--- src/rtl/gfm_pkg.sv ---
package gfm_pkg;
  typedef enum logic {ST_IDLE, ST_RUN} gfm_state_e;

  function automatic int unsigned ceil_div(input int unsigned n, input int unsigned d);
    return (n + d - 1) / d;
  endfunction
endpackage

--- src/rtl/gfm_ctrl.sv ---
module gfm_ctrl #(
  parameter int unsigned STEPS = 41
) (
  input  logic clk,
  input  logic rst_n,
  input  logic start,
  output logic accept,
  output logic step_en,
  output logic busy,
  output logic done
);
  import gfm_pkg::*;
  localparam int unsigned CW = (STEPS > 1) ? $clog2(STEPS) : 1;
  localparam logic [CW-1:0] LAST = CW'(STEPS - 1);

  gfm_state_e state;
  logic [CW-1:0] cnt;

  assign busy    = (state == ST_RUN);
  assign accept  = start && !busy;
  assign step_en = accept || busy;

  always_ff @(posedge clk or negedge rst_n) begin
    if (!rst_n) begin
      state <= ST_IDLE;
      cnt   <= '0;
      done  <= 1'b0;
    end else begin
      done <= 1'b0;
      if (accept) begin
        state <= ST_RUN;
        cnt   <= CW'(1);
      end else if (busy) begin
        if (cnt == LAST) begin
          state <= ST_IDLE;
          cnt   <= '0;
          done  <= 1'b1;
        end else begin
          cnt <= cnt + 1'b1;
        end
      end
    end
  end
endmodule

--- src/rtl/gfm_rotreg.sv ---
module gfm_rotreg #(
  parameter int unsigned W  = 163,
  parameter int unsigned D  = 4,
  parameter int unsigned BW = 164
) (
  input  logic          clk,
  input  logic          rst_n,
  input  logic          load,
  input  logic [W-1:0]  din,
  input  logic          rot,
  output logic [D-1:0]  digit,
  output logic [BW-1:0] q
);
  localparam int unsigned PAD = BW - W;
  logic [BW-1:0] load_val;

  generate
    if (PAD > 0) begin : g_pad
      assign load_val = {{PAD{1'b0}}, din};
    end else begin : g_nopad
      assign load_val = din;
    end
  endgenerate

  always_ff @(posedge clk or negedge rst_n) begin
    if (!rst_n)    q <= '0;
    else if (load) q <= load_val;
    else if (rot)  q <= {q[BW-D-1:0], q[BW-1 -: D]};
  end

  assign digit = q[BW-1 -: D];
endmodule

--- src/rtl/gfm_step.sv ---
module gfm_step #(
  parameter int unsigned W = 163,
  parameter int unsigned D = 4,
  parameter logic [W-1:0] RED = 'hC9
) (
  input  logic [W-1:0] acc_in,
  input  logic [W-1:0] c_in,
  input  logic [D-1:0] digit,
  output logic [W-1:0] acc_out
);
  logic [W-1:0] a_sh [D+1];
  logic [W-1:0] c_sh [D];

  assign a_sh[0] = acc_in;
  assign c_sh[0] = c_in;

  for (genvar i = 0; i < D; i++) begin : g_ax
    assign a_sh[i+1] = {a_sh[i][W-2:0], 1'b0} ^ ({W{a_sh[i][W-1]}} & RED);
  end

  for (genvar k = 1; k < D; k++) begin : g_cx
    assign c_sh[k] = {c_sh[k-1][W-2:0], 1'b0} ^ ({W{c_sh[k-1][W-1]}} & RED);
  end

  always_comb begin
    acc_out = a_sh[D];
    for (int k = 0; k < D; k++) begin
      if (digit[k]) acc_out = acc_out ^ c_sh[k];
    end
  end
endmodule

--- src/rtl/gfm_digit_mul.sv ---
module gfm_digit_mul #(
  parameter int unsigned W = 163,
  parameter int unsigned D = 4,
  parameter logic [W-1:0] RED_TAPS = 'hC9
) (
  input  logic         clk,
  input  logic         rst_n,
  input  logic [W-1:0] opnd_in,
  input  logic         load_b,
  input  logic         load_c,
  input  logic         start,
  output logic         busy,
  output logic         done,
  output logic [W-1:0] result
);
  import gfm_pkg::*;
  localparam int unsigned STEPS = ceil_div(W, D);
  localparam int unsigned BW    = STEPS * D;

  logic          accept, step_en, load_ok;
  logic [D-1:0]  digit;
  logic [BW-1:0] breg_q;
  logic [W-1:0]  creg, acc, acc_src, acc_nxt;

  assign load_ok = !busy && !start;

  gfm_ctrl #(.STEPS(STEPS)) u_ctrl (
    .clk(clk), .rst_n(rst_n), .start(start),
    .accept(accept), .step_en(step_en), .busy(busy), .done(done)
  );

  gfm_rotreg #(.W(W), .D(D), .BW(BW)) u_breg (
    .clk(clk), .rst_n(rst_n), .load(load_b && load_ok), .din(opnd_in),
    .rot(step_en), .digit(digit), .q(breg_q)
  );

  always_ff @(posedge clk or negedge rst_n) begin
    if (!rst_n)                 creg <= '0;
    else if (load_c && load_ok) creg <= opnd_in;
  end

  assign acc_src = accept ? '0 : acc;

  gfm_step #(.W(W), .D(D), .RED(RED_TAPS)) u_step (
    .acc_in(acc_src), .c_in(creg), .digit(digit), .acc_out(acc_nxt)
  );

  always_ff @(posedge clk or negedge rst_n) begin
    if (!rst_n)       acc <= '0;
    else if (step_en) acc <= acc_nxt;
  end

  assign result = acc;
endmodule

--- config.mk ---
export PLATFORM = sky130hd
export DESIGN_NAME = gfm_digit_mul
export DESIGN_NICKNAME = d
export VERILOG_FILES = /design/src/rtl/gfm_pkg.sv /design/src/rtl/gfm_ctrl.sv /design/src/rtl/gfm_rotreg.sv /design/src/rtl/gfm_step.sv /design/src/rtl/gfm_digit_mul.sv
export SDC_FILE = /design/constraint.sdc
export NUM_CORES = 1
export LEC_CHECK = 0
export BUFFER_PORTS_ARGS = -buffer_cell sky130_fd_sc_hd__buf_2
export CAP_MARGIN = 20
export CORE_ASPECT_RATIO = 0.8
export CORE_UTILIZATION = 25
export CTS_CLUSTER_SIZE = 8
export DETAILED_ROUTE_END_ITERATION = 10
export PLACE_DENSITY_LB_ADDON = 0.2
export SLEW_MARGIN = 5
export SYNTH_ARGS = -nofsm -noshare
export SYNTH_HDL_FRONTEND = slang
export SYNTH_HIERARCHICAL = 1
export SYNTH_SLANG_ARGS = --single-unit
--- constraint.sdc ---
create_clock -name clk -period 3.5 [get_ports clk]
set_input_delay 1.05 -clock clk [delete_from_list [all_inputs] [get_ports clk]]
set_output_delay 1.05 -clock clk [all_outputs]
set_load 0.01 [all_outputs]
==> metrics.md, run 1 <==
| Metric | Value |
|---|---|
| Max-Cap Viols | `0` |
| Total global routing track utilization | `0.1492` |
| Outcome | `finished clean` |
| DIE AREA | `122400 um2` |
| Worst Path Arrival | `3.13 ns` |
| Crit-path most repeated cell | `xnor2_1` |
| Die X | `390.9 um` |
| Peak VDD IR | `331.4 uV` |
| Reg power frac | `0.382` |
| Iteration-0 DRC Markers | `999` |
| Core area | `119300 um2` |
| RePlAce Congestion | `0.7700` |
| Non-filler instance count after layout | `4958` |
| DP Area | `33850 um2` |
| Final setup margin | `0.9025 ns` |
| Final #Nets | `3493` |
| CP Launch Point | `u_ctrl/busy$_DFF_PN0_` |
| Worst Path Buf+Inv | `0` |
| Pins over their slew limit | `0` |
| TritonCTS Buffers | `74` |
| Via density | `4.269` |
| Global route hottest layer | `met2` |
| Post-route DRC | `0` |
| Die height | `313.1 um` |
| RSZ-0062 raised after global routing | `no` |
| Largest fanout on the critical path | `12` |
| Hold-fix buffers at CTS | `0` |
| Crit path depth | `7` |
| GR Util met2 | `0.2207` |
| Comb pwr share | `0.304` |
| Req. time, crit path | `4.03 ns` |
| Routed wire length | `90920 um` |
| Share of cells above drive strength 1 | `0.2498` |
| Cell family with most CP delay | `XOR/XNOR gates` |
| Setup crit end | `result[7]$_DFFE_PN0P_` |
| CTS resizes | `0` |
| DRT Pass-1 Iters | `5` |
| Worst r2r dst | `result[7]$_DFFE_PN0P_` |
| Max Root-Sink Buffers | `3` |
| Leak Pwr | `15.19 nW` |
| Pin count of the biggest net entering global routing | `109` |
| Critical Path, Cell by Cell | `and2b_4 -> nor2b_1 -> xor2_1 -> xnor2_1 -> xnor3_1 -> xnor2_1 -> mux2_2` |
| Vias in the first global route | `21260` |
| Met3 Use GR | `0.02913` |
| Final Instance Area | `35880 um2` |
| Root buffer cell | `clkbuf_16` |
| H-tree depth | `3` |
| Post-synthesis cell area | `30240 um2` |
| Final count of negative-setup-slack endpoints | `0` |
| Switching power share of the total | `0.3250` |
| Syn nets | `3190` |
| WL/cell | `18.34 um` |
| First-pass GRT wire length | `140100 um` |
| Crit-path slowest cell | `dfrtp_1` |
| Crit. End Element | `register` |
| Hpwl dp | `64510 um` |
| Critical R2R Launch | `u_ctrl/busy$_DFF_PN0_` |
| TNS Setup | `0 ns` |
| Initial antenna violation count | `28` |
| Clock sinks | `498` |
| Antenna Nets Post-Route | `0` |
| Pwr/cell area | `586.6 nW/um2` |
| R2R depth | `7` |
| Top-level port count | `333` |
| Sw power | `6.840 mW` |
| Hold Crit Class | `input pin to async pin` |
| Post-CTS Setup Bufs | `0` |
| R2r setup slk | `0.90 ns` |
| Clock Power Share | `0.314` |
| GRT overflow | `0` |
| Maximum clock frequency | `385.0 MHz` |
| Relative slew margins | `0.4664` |
| Setup crit start kind | `register` |
| Slew @ Worst Pin | `0.8004 ns` |
| CTS tree | `done` |
| Ys Warns | `6` |
| Area Growth Syn to Fin | `18.63%` |
| Dpl cells | `4857` |
| Worst-Skew Late Latency | `0.65 ns` |
| Pre-CTS setup slack | `0.4532 ns` |
| Setup CP Type | `register to register` |
| Clock slew at reported path FFs | `0.06 ns` |
| Setup Skew | `0.01804 ns` |
| Synth Area per Inst | `10.01 um2` |
| Critical Path Max Stage Delay | `0.66 ns` |
| Final Cycle Share | `0.7421` |
| Cell internal pwr | `14.21 mW` |
| Input/output buffers | `332` |
| Vias post-DR | `21160` |
| Crit path time final | `2.597 ns` |
| Count of final hold-check violations | `0` |
| Post-Syn Instances | `3020` |
| Global Route met1 Usage | `0.2180` |
| Initial core utilization | `0.2534` |
| FP Rows | `113` |
==> cells in the final DEF, fill, tap and decap left out, types with 2 or more instances in the layout <==
| cell type | instances |
|---|---|
| buf_4 | 47 |
| inv_6 | 3 |
| buf_12 | 32 |
| nor2_1 | 2 |
| xor3_1 | 2 |
| nand2_1 | 820 |
| buf_2 | 331 |
| clkbuf_16 | 75 |
| ha_1 | 2 |
| inv_16 | 2 |
| dfrtp_1 | 494 |
| xnor3_1 | 3 |
| xnor2_1 | 342 |
| xor2_1 | 322 |
| inv_1 | 2 |
| a22oi_1 | 2 |
| nand3_1 | 2 |
| mux2_2 | 256 |
| diode_2 | 9 |
| nor2b_1 | 164 |
| mux2i_1 | 164 |
| mux2_4 | 70 |
| nand2b_1 | 2 |
| dfrtp_4 | 4 |
| clkbuf_1 | 8 |
| o21ai_1 | 161 |
| o21ai_0 | 7 |
==> per-stage QoR <==
| step | total power [mW] | hold WS, ns | util |
|---|---|---|---|
| 5_1_grt | 22.33 | 0.4069 | 0.3006 |
| 2_1_floorplan | 12.12 | 0.4751 | - |
| 6_report | 21.05 | 0.4070 | 0.3007 |
| 3_5_place_dp | 14.61 | 0.5136 | 0.2837 |
| 4_1_cts | 21.49 | 0.4000 | 0.3005 |
| 3_3_place_gp | 14.59 | 0.5101 | 0.2837 |
==> area by class of cell <==
| cell class | instances | area, um2 |
|---|---|---|
| timing repair buffer | 411 | 2665 |
| sequential | 498 | 12480 |
| antenna | 9 | 22.52 |
| clock inverter | 8 | 87.58 |
| fill | 12640 | 83450 |
| clock buffer | 84 | 1921 |
| inverter | 3 | 18.77 |
| multi-input combinational | 2335 | 16670 |
| tap | 1610 | 2014 |
==> state kept, by name (all words and copies together) (netlist names) <==
register	count
u_ctrl/cnt	6
u_ctrl/done	1
u_ctrl/busy	1
creg	163
result	163
u_breg/q	164
==> worst register-to-register path, delay by kind of cell (launching register included) <==
family           cells  cell delay (ns)
AND/OR/NAND/NOR      2             0.67
XOR/XNOR             4             0.89
multiplexers         1             0.27
flip-flops           1             0.66
==> worst min path at each step <==
stage / depth (start not counted) / end / slack (ns) / from
after detailed placement: 1 / result[158]$_DFFE_PN0P_ / 0.51 / result[158]$_DFFE_PN0P_
after global placement: 1 / result[143]$_DFFE_PN0P_ / 0.51 / result[143]$_DFFE_PN0P_
after CTS: 1 / creg[34]$_DFFE_PN0P_ / 0.40 / rst_n
after floorplan: 1 / creg[162]$_DFFE_PN0P_ / 0.48 / creg[162]$_DFFE_PN0P_
final: 1 / u_ctrl/cnt[2]$_DFFE_PN0P_ / 0.41 / rst_n
after global routing: 1 / u_ctrl/cnt[2]$_DFFE_PN0P_ / 0.41 / rst_n
==> power by group through the flow <==
stage	combinational [mW]	sequential, mW	clock [mW]
floorplan	4.01	8.11	0
global placement	6.41	8.18	0
detailed placement	6.46	8.15	0
CTS	6.50	8.07	6.91
global route	6.99	8.22	7.12
finish	6.40	8.03	6.62
==> metal layers <==
layer | wire (um) | share of wire | up-vias
li1 | - | - | 10330
met5 | 23 | 0.00025 | -
met4 | 1902 | 0.021 | 4
met1 | 45900 | 0.50 | 10360
met3 | 3494 | 0.038 | 133
met2 | 39590 | 0.44 | 339
No activity file was read; power rests on OpenSTA's default activity.
==> run 2, diff against run 1 <==
clock period = 2.6 ns   (was 3.5 ns; I/O delays follow)
==> metrics.md, run 2 (synthesized netlist as in run 1, its figures left out) <==
| Metric | Value |
|---|---|
| Most frequent cells in the layout | `nand2_1, dfrtp_1, xnor2_1, buf_2, xor2_1` |
| Post-route DRC | `0` |
| Iteration-0 DRC Markers | `996` |
| Critical Path, Cell by Cell | `buf_4 -> buf_2` |
| Relative slew margins | `0.6434` |
| Worst r2r dst | `result[90]$_DFFE_PN0P_` |
| Utilization after layout | `0.3042` |
| Setup crit start kind | `register` |
| Critical Path Max Stage Delay | `0.35 ns` |
| Initial antenna violation count | `18` |
| H-tree depth | `3` |
| DR top layer | `met5` |
| Largest fanout on the critical path | `11` |
| Hpwl dp | `65140 um` |
| Crit-path slowest cell | `dfrtp_1` |
| Pin count of the biggest net entering global routing | `65` |
| FP Rows | `113` |
| Worst-Skew Late Latency | `0.69 ns` |
| TritonCTS Buffers | `73` |
| R2r setup slk | `0.54 ns` |
| Hold Crit Class | `input pin to register` |
| TNS Setup | `0 ns` |
| Via density | `4.231` |
| Total global routing track utilization | `0.1482` |
| Die X | `390.9 um` |
| Max Root-Sink Buffers | `3` |
| R2R depth | `7` |
| Largest register FFs | `164` |
| Crit path time final | `2.197 ns` |
| Setup CP Type | `register to output port` |
| Vias post-DR | `21100` |
| GRT overflow | `0` |
| Worst Path Arrival | `1.42 ns` |
| Vias in the first global route | `21710` |
| Leak Pwr | `15.43 nW` |
| CTS resizes | `0` |
| Worst Path Buf+Inv | `2` |
| M1 WL | `45240 um` |
| Slew @ Worst Pin | `0.5348 ns` |
| Worst hold start | `opnd_in[109]` |
| Count of final hold-check violations | `0` |
| DRT Pass-1 Iters | `5` |
| Maximum clock frequency | `455.1 MHz` |
| Final Cycle Share | `0.8452` |
| Req. time, crit path | `1.82 ns` |
| Worst hold stages | `3` |
| First-pass GRT wire length | `139400 um` |
| Cell family with most CP delay | `buffers and inverters` |
| Outcome | `finished clean` |
| Clock slew at reported path FFs | `0.06 ns` |
| WL/cell | `18.04 um` |
| RePlAce Congestion | `0.7698` |
| Critical R2R Launch | `u_ctrl/busy$_DFF_PN0_` |
| Routed wire length | `89930 um` |
| Biggest register | `u_breg/q` |
| Setup Skew | `0.07017 ns` |
| DR WL met3 | `4119 um` |
| Pwr/cell area | `791.2 nW/um2` |
| Pwr Total | `28.72 mW` |
| Share of cells above drive strength 1 | `0.2570` |
| Clock sinks | `498` |
| Top-level port count | `333` |
| Input/output buffers | `332` |
| Peak VDD IR | `458.5 uV` |
| CTS tree | `done` |
| Final #Nets | `3524` |
| Initial core utilization | `0.2534` |
| Final count of negative-setup-slack endpoints | `0` |
| Fillers | `12620` |
| Die height | `313.1 um` |
| Commonest non-fill, non-tap cell in the layout | `nand2_1` |
| Crit. End Element | `output port` |
| Max-Cap Viols | `0` |
| Core area | `119300 um2` |
| Metal2 WL | `38460 um` |
| Area Growth Syn to Fin | `20.01%` |
| Pins over their slew limit | `0` |
| RSZ-0062 raised after global routing | `no` |
| Antenna Nets Post-Route | `0` |
| DIE AREA | `122400 um2` |
| Worst Hold End | `u_breg/q[109]$_DFFE_PN0P_` |
| Root buffer cell | `clkbuf_16` |
run 2: cell count changes in the layout (fill, tap and decap cells not counted), sizes merged:
cell / delta
diode: -2
inv: -3
buf: +31
dlygate4sd3: +1
clkinv: +4
clkinvlp: -1
bufinv: +1
clkbuf: -3
run 2: worst max path at each step:
stage | from | slack [ns] | depth (start not counted) | endpoint
finish | u_ctrl/busy$_DFF_PN0_ | 0.40 | 2 | busy
global placement | start | 0.07 | 6 | result[122]$_DFFE_PN0P_
global route | u_ctrl/busy$_DFF_PN0_ | 0.29 | 2 | busy
floorplan | start | -0.02 | 10 | result[6]$_DFFE_PN0P_
detailed placement | start | 0.09 | 8 | result[151]$_DFFE_PN0P_
CTS | u_ctrl/busy$_DFF_PN0_ | 0.31 | 2 | busy
run 2: stage by stage:
stage / std cells / hold WS [ns] / setup WS (ns) / cell area, um2
floorplan: 3020 / 0.4751 / -0.01709 / 30270
global placement: 4888 / 0.5158 / 0.07394 / 34190
detailed placement: 4888 / 0.5138 / 0.09235 / 34190
CTS: 4979 / 0.2460 / 0.3060 / 36280
global route: 4983 / 0.2758 / 0.2878 / 36290
finish: 4986 / 0.3235 / 0.4026 / 36300
run 2: layout make-up:
class                           instances  area (um2)  area share
Antenna cell                            7       17.52   0.0004826
Clock buffer                           81        1857     0.05116
Clock inverter                          9       225.2    0.006205
Inverter                                3       18.77   0.0005171
Multi-Input combinational cell       2335       16690      0.4599
Sequential cell                       498       12480      0.3438
Tap cell                             1610        2014     0.05550
Timing Repair Buffer                  443        2995     0.08253
run 2: timing repair:
item	in CTS	in global routing
hold buffers	1	0
endpoints found under the hold margin	23	0
setup buffers	0	0
run 2: worst register-to-register path, cell delays in order (launching register included):
cell and delay [ns]:
dfrtp_1 0.38, and2b_4 0.39, buf_12 0.25, buf_12 0.26, nor2b_1 0.08, xor2_1 0.16
xnor2_1 0.13, mux2_2 0.26
run 2: power breakdown:
group | leakage, nW | switching (mW) | internal, mW
registers | 6.39 | 1.53 | 9.29
clock network | 1.00 | 3.90 | 5.20
logic | 8.03 | 4.12 | 4.68
total | 15.4 | 9.55 | 19.2
run 2: per-layer routing:
metal,vias up,track usage
met1,10200,0.2162
met5,-,0
met3,126,0.03358
met2,362,0.2165
met4,12,0.04171
li1,10400,-
